--- src/rtl/muladd_pkg.sv ---
package muladd_pkg;

  function automatic int imax(input int x, input int y);
    return (x > y) ? x : y;
  endfunction

  // Internal result width: the product carries one extra bit per operand
  // so that mixed signed/unsigned factors fit, and the addend gets one
  // extra bit for an unsigned top bit; one more bit absorbs the carry.
  function automatic int sum_width(input int aw, input int bw, input int cw);
    return imax(aw + bw + 2, cw + 1) + 1;
  endfunction

endpackage

--- src/rtl/muladd_extend.sv ---
module muladd_extend #(
  parameter int IN_W  = 8,
  parameter int OUT_W = 9,
  parameter bit UNS   = 1'b0
) (
  input  logic [IN_W-1:0]  x,
  output logic [OUT_W-1:0] y
);
  localparam int PAD = OUT_W - IN_W;

  generate
    if (UNS) begin : g_zero
      assign y = {{PAD{1'b0}}, x};
    end else begin : g_sign
      assign y = {{PAD{x[IN_W-1]}}, x};
    end
  endgenerate
endmodule

--- src/rtl/muladd_stage.sv ---
module muladd_stage #(
  parameter int W  = 8,
  parameter bit EN = 1'b1
) (
  input  logic         clk,
  input  logic         rst_n,
  input  logic         ld,
  input  logic         zap,
  input  logic [W-1:0] d,
  output logic [W-1:0] q
);
  generate
    if (EN) begin : g_reg
      logic [W-1:0] q_r;
      logic [W-1:0] q_nx;

      always_comb begin
        q_nx = q_r;
        if (zap)     q_nx = '0;
        else if (ld) q_nx = d;
      end

      always_ff @(posedge clk or negedge rst_n) begin
        if (!rst_n) q_r <= '0;
        else        q_r <= q_nx;
      end

      assign q = q_r;
    end else begin : g_wire
      logic unused_ctl;
      assign unused_ctl = ^{clk, rst_n, ld, zap};
      assign q = d;
    end
  endgenerate
endmodule

--- src/rtl/muladd_addsub.sv ---
module muladd_addsub #(
  parameter int W = 16
) (
  input  logic [W-1:0] addend,
  input  logic [W-1:0] prod,
  input  logic         sub,
  output logic [W-1:0] sum
);
  always_comb begin
    if (sub) sum = addend - prod;
    else     sum = addend + prod;
  end
endmodule

--- src/rtl/muladd_rst_sync.sv ---
module muladd_rst_sync (
  input  logic clk,
  input  logic rst_n,
  output logic rst_q
);
  logic ff1;
  logic ff2;

  always_ff @(posedge clk or negedge rst_n) begin
    if (!rst_n) begin
      ff1 <= 1'b0;
      ff2 <= 1'b0;
    end else begin
      ff1 <= 1'b1;
      ff2 <= ff1;
    end
  end

  assign rst_q = ff2;
endmodule

--- src/rtl/muladd_unit.sv ---
module muladd_unit #(
  parameter int A_W          = 18,
  parameter int B_W          = 18,
  parameter int C_W          = 48,
  parameter bit A_UNS        = 1'b0,
  parameter bit B_UNS        = 1'b0,
  parameter bit C_UNS        = 1'b0,
  parameter int OUT_HI       = 47,
  parameter int OUT_LO       = 0,
  parameter bit CASCADE_EN   = 1'b0,
  parameter bit CLR_NEEDS_EN = 1'b0,
  parameter bit AB_PIPE      = 1'b1,
  parameter bit C_PIPE       = 1'b1,
  localparam int SUM_W       = muladd_pkg::sum_width(A_W, B_W, C_W),
  localparam int P_W         = OUT_HI - OUT_LO + 1
) (
  input  logic             clk,
  input  logic             rst_n,
  input  logic             en,
  input  logic             clr,
  input  logic [A_W-1:0]   mul_x,
  input  logic [B_W-1:0]   mul_y,
  input  logic [C_W-1:0]   acc_in,
  input  logic [SUM_W-1:0] chain_in,
  input  logic             sub_sel,
  output logic [P_W-1:0]   res,
  output logic [SUM_W-1:0] chain_out
);
  // Either latency setting pipelines both paths.
  localparam bit PIPE  = AB_PIPE | C_PIPE;
  localparam int AX_W  = A_W + 1;
  localparam int BX_W  = B_W + 1;
  localparam int MUL_W = A_W + B_W + 2;
  localparam int S1_W  = AX_W + BX_W + SUM_W + 1;
  localparam int S2_W  = 2 * SUM_W + 1;

  logic rst_q;
  logic clr_eff;
  logic unused_opnd;

  muladd_rst_sync u_rst (
    .clk   (clk),
    .rst_n (rst_n),
    .rst_q (rst_q)
  );

  // Clear priority: clear alone, or clear qualified by enable.
  assign clr_eff = clr & (CLR_NEEDS_EN ? en : 1'b1);
  assign unused_opnd = ^{acc_in, chain_in};

  // Operand extension to signed internal forms.
  logic [AX_W-1:0]  a_x;
  logic [BX_W-1:0]  b_x;
  logic [SUM_W-1:0] c_x;
  logic [SUM_W-1:0] add_x;

  muladd_extend #(.IN_W(A_W), .OUT_W(AX_W), .UNS(A_UNS)) u_ext_a (
    .x (mul_x), .y (a_x)
  );
  muladd_extend #(.IN_W(B_W), .OUT_W(BX_W), .UNS(B_UNS)) u_ext_b (
    .x (mul_y), .y (b_x)
  );
  muladd_extend #(.IN_W(C_W), .OUT_W(SUM_W), .UNS(C_UNS)) u_ext_c (
    .x (acc_in), .y (c_x)
  );

  // Addend source select.
  generate
    if (CASCADE_EN) begin : g_chain
      assign add_x = chain_in;
    end else begin : g_local
      assign add_x = c_x;
    end
  endgenerate

  // Stage 1: operands, addend and operation select.
  logic [S1_W-1:0]  s1_d;
  logic [S1_W-1:0]  s1_q;
  logic [AX_W-1:0]  s1_a;
  logic [BX_W-1:0]  s1_b;
  logic [SUM_W-1:0] s1_add;
  logic             s1_sub;

  assign s1_d = {a_x, b_x, add_x, sub_sel};

  muladd_stage #(.W(S1_W), .EN(PIPE)) u_s1 (
    .clk (clk), .rst_n (rst_q), .ld (en), .zap (clr_eff),
    .d   (s1_d), .q (s1_q)
  );

  assign {s1_a, s1_b, s1_add, s1_sub} = s1_q;

  // Full-precision signed product.
  logic signed [MUL_W-1:0] mul_c;
  logic [SUM_W-1:0]        prod_x;

  assign mul_c = $signed(s1_a) * $signed(s1_b);

  muladd_extend #(.IN_W(MUL_W), .OUT_W(SUM_W), .UNS(1'b0)) u_ext_p (
    .x (mul_c), .y (prod_x)
  );

  // Stage 2: product with its delayed addend and select.
  logic [S2_W-1:0]  s2_d;
  logic [S2_W-1:0]  s2_q;
  logic [SUM_W-1:0] s2_prod;
  logic [SUM_W-1:0] s2_add;
  logic             s2_sub;

  assign s2_d = {prod_x, s1_add, s1_sub};

  muladd_stage #(.W(S2_W), .EN(PIPE)) u_s2 (
    .clk (clk), .rst_n (rst_q), .ld (en), .zap (clr_eff),
    .d   (s2_d), .q (s2_q)
  );

  assign {s2_prod, s2_add, s2_sub} = s2_q;

  // Add or subtract, then the output stage.
  logic [SUM_W-1:0] sum_c;

  muladd_addsub #(.W(SUM_W)) u_addsub (
    .addend (s2_add),
    .prod   (s2_prod),
    .sub    (s2_sub),
    .sum    (sum_c)
  );

  muladd_stage #(.W(SUM_W), .EN(PIPE)) u_s3 (
    .clk (clk), .rst_n (rst_q), .ld (en), .zap (clr_eff),
    .d   (sum_c), .q (chain_out)
  );

  // Output window.
  assign res = chain_out[OUT_HI:OUT_LO];
endmodule

--- config.mk ---
export PLATFORM = sky130hd
export DESIGN_NAME = muladd_unit
export DESIGN_NICKNAME = d
export VERILOG_FILES = /design/src/rtl/muladd_pkg.sv /design/src/rtl/muladd_extend.sv /design/src/rtl/muladd_stage.sv /design/src/rtl/muladd_addsub.sv /design/src/rtl/muladd_rst_sync.sv /design/src/rtl/muladd_unit.sv
export SDC_FILE = /design/constraint.sdc
export NUM_CORES = 1
export LEC_CHECK = 0
export BUFFER_PORTS_ARGS = -buffer_cell sky130_fd_sc_hd__buf_2
export CAP_MARGIN = 10
export CORE_ASPECT_RATIO = 1.1
export CORE_MARGIN = 5
export CORE_UTILIZATION = 25
export CTS_CLUSTER_SIZE = 28
export DETAILED_ROUTE_END_ITERATION = 12
export SKIP_LAST_GASP = 1
export SLEW_MARGIN = 20
export SYNTH_ARGS = -nofsm -noshare
export SYNTH_HDL_FRONTEND = slang
export SYNTH_HIERARCHICAL = 1
export SYNTH_SLANG_ARGS = --single-unit
--- constraint.sdc ---
create_clock -name clk -period 17.3 [get_ports clk]
set_input_delay 3.46 -clock clk [delete_from_list [all_inputs] [get_ports clk]]
set_output_delay 3.46 -clock clk [all_outputs]
set_load 0.02 [all_outputs]
==> impl_metrics.toml <==
[die]
ioPinCount = 237
die_h_um = 365
num_rows = 130
start_util_pct = 25.1
design.core.area_um2 = 114000
die_area_um2 = 121000
die_width_um = 332

[sta]
finalSetupTns_ns = 0
clock_skew_ns = 0.0192
drv_slew = 0
fin_hold_ws_ns = 0.285
rsz0062_at_grt = "false"
max_freq_mhz = 129
relSlewSlack_pct = 29.4
setup_violations = 0
finalCritPeriodShare_pct = 44.8
min_period_ns = 7.74
finalHoldViolCount = 0
worst_pin_slew_ns = 1.06

[pwr]
pwr_density_cell_nw_per_um2 = 89.2
ir_drop_mv = 0.104
leakage_nw = 15.7

[place]
placed_area_um2 = 29300
gp_congestion = 0.862
dp_hpwl_um = 54000
place.port_buffers = 186

[cts]
cts_resized = 0
cts_htree_levels = 1
cts_tree = "built"
cts_buffers = 28
insertion_delay_ns = 0.59
cts-root-buf = "clkbuf_16"
clk_path_buf_depth = 3
cts_hold_buf = 0
cts_setup_buffers = 0
cts.clk_slew.worst_paths_ns = 0.06
clock-sinks = 242

[synth]
yosysMostFrequentCell = "inv_1"
seq_area_frac_synth_pct = 21.2
synth_top_area_share_pct = 25.9
synth_common_cells = "inv_1 (379), fa_1 (370), nor2_1 (327), dfrtp_1 (242), mux2i_1 (242)"
synthArstFlopShare_pct = 100
synthesis.area_um2 = 28600
synth_top_cell_by_area = "fa_1"
synth.distinct_cells = 85
ys_top_cells_by_area = "fa_1 (26%), dfrtp_1 (21%), mux2i_1 (8.5%)"
yosys_most_used_dff = "dfrtp_1"
yosys_warnings = 6
synth_edf_count = 0
netlist_instances = 2987
syn-mean-instance-area_um2 = 9.57
syn_nets = 3659
synth_seq_cells = 242

[grt]
grt_first_pass_wirelength_um = 109000
antenna_found_initial = 22
grt_usage_pct = 10.9
grt_max_degree = 88
gr-total-overflow = 0
grt_pass1_vias = 19742

[flow_run]
cap_violations = 0

[worst_setup_path]
crit_path_start_kind = "register"
critPathMaxFanout = 20
crit_required_ns = 17.81
cp.arrival_ns = 8.25
cp-end-kind = "register"
crit_type = "register to register"

[drt]
vias_per_cell = 4.33
drtAntennaViolNets = 0
wire_per_inst_um = 15.1
dr_total_vias = 19240
finalWirelength_um = 67300
dr.pass1.iters = 5
drc_errors = 0
drt_iter0_drc = 1103

[final_layout]
fin_nets = 3566
drive_gt1_share_pct = 9.57
area_delta_synth_final_pct = 6.35
design_area_um2 = 30400

[min_path]
hp-class = "register to asynchronous set/reset pin"

[outcome]
status = "complete, no violations"
==> layout make-up <==
cell class                 count  area [um2]
fill                       12082       83500
multi-input combinational   2045       18900
sequential                   242        6060
tap                         1518        1900
inverter                     379        1420
timing repair buffer         198        1040
clock buffer                  36         781
clock inverter                16         267
antenna                        9        22.5
==> registers in the layout (all words and copies together), names as in the netlist <==
signal / flops
u_s2/q: 101
u_s1/q: 89
u_s3/q: 50
u_rst/ff1: 1
u_rst/rst_q: 1
==> metal layers <==
metal	GRT usage, %	routed length (um)	vias up
met4	2.86	1570	16
met1	14.9	31100	9646
li1	-	-	9105
met5	0	106	-
met2	17.7	30600	381
met3	2.40	3990	92
==> final timing paths <==
check | start | to | slack (ns) | cells past startpoint
worst min-delay path | u_rst/rst_q$_DFF_PN0_ | u_s1/q[65]$_DFFE_PN0P_ | 0.28 | 0
worst max register to register | u_s1/q[88]$_DFFE_PN0P_ | u_s2/q[94]$_DFFE_PN0P_ | 9.56 | 21
worst min register to register | u_rst/rst_q$_DFF_PN0_ | u_s1/q[65]$_DFFE_PN0P_ | 0.28 | 0
max in group asynchronous | rst_n | u_rst/rst_q$_DFF_PN0_ | 14.40 | 1
min in group clk | u_rst/ff1$_DFF_PN0_ | u_rst/rst_q$_DFF_PN0_ | 0.35 | 0
worst max-delay path | u_s1/q[88]$_DFFE_PN0P_ | u_s2/q[94]$_DFFE_PN0P_ | 9.56 | 21
==> placed cells by master (no fill, tap or decap), types with 4 or more instances in the layout <==
cell type  netlist  layout
inv_1          379     379
fa_1           370     370
nor2_1         327     327
mux2i_1        242     242
dfrtp_1        242     241
nand2_1        217     217
and2_1         188     188
buf_2           18     184
ha_1           163     163
a21oi_1        110     110
xnor2_1        100     100
o21ai_0         41      41
a21o_1          35      35
xor2_1          33      33
clkbuf_16        0      28
nand4_1         21      21
nor3_1          19      19
nand3_1         17      17
nand2b_1        12      12
o21bai_1        12      12
buf_4          195      11
a31oi_1         10      10
diode_2          0       9
nor2b_1          9       9
o21a_1           9       9
a211oi_1         8       8
and3_1           8       8
or3_1            7       7
bufinv_16        0       6
clkbuf_8         0       6
o21ai_1          5       5
o211ai_1         5       5
clkinv_2         0       5
a21oi_2          4       4
==> report_power, final <==
part           switching (mW)  leakage, nW  internal [mW]
logic                   0.774         12.0          0.522
registers               0.105         3.26          0.639
clock network           0.261        0.517          0.411
total                    1.14         15.7           1.57
==> cell families (layout without fill, tap and decap cells) <==
| group | count (synthesis) | in the layout | synth area share, % |
|---|---|---|---|
| AO/OA/AOI/OAI | 285 | 285 | 6.60 |
| XOR/XNOR | 134 | 134 | 4.13 |
| adder cells (fa/ha/maj) | 533 | 533 | 33.0 |
| buffers and inverters | 700 | 629 | 12.7 |
| flip-flops | 242 | 242 | 21.2 |
| multiplexers | 242 | 242 | 8.47 |
| other | 1 | 10 | 0.0131 |
| AND/OR/NAND/NOR | 850 | 850 | 13.9 |
==> critical path, stage by stage, from the launching register on <==
cell and delay, ns:
dfrtp_1 0.81, nand2_1 0.25, fa_1 0.63, inv_1 0.13, fa_1 0.52, fa_1 0.88
fa_1 0.58, fa_1 0.58, fa_1 0.41, ha_1 0.29, ha_1 0.36, a21oi_1 0.16
o21ai_0 0.17, a211oi_1 0.27, nor2_1 0.08, or4_1 0.44, a211oi_1 0.34, a211oi_1 0.13
a211oi_1 0.18, buf_4 0.24, mux2i_1 0.10, nor2_1 0.12
==> per-stage QoR <==
stage	total power, mW	setup WS [ns]	util (%)	cells
2_1_floorplan	1.87	9.75	-	2987
3_3_place_gp	2.04	9.59	25.8	4382
3_5_place_dp	2.06	9.53	25.8	4382
4_1_cts	2.75	9.53	26.7	4434
5_1_grt	2.93	9.04	26.7	4435
6_report	2.71	9.56	26.7	4443
Note: power is estimated with default switching activity, not from simulation.
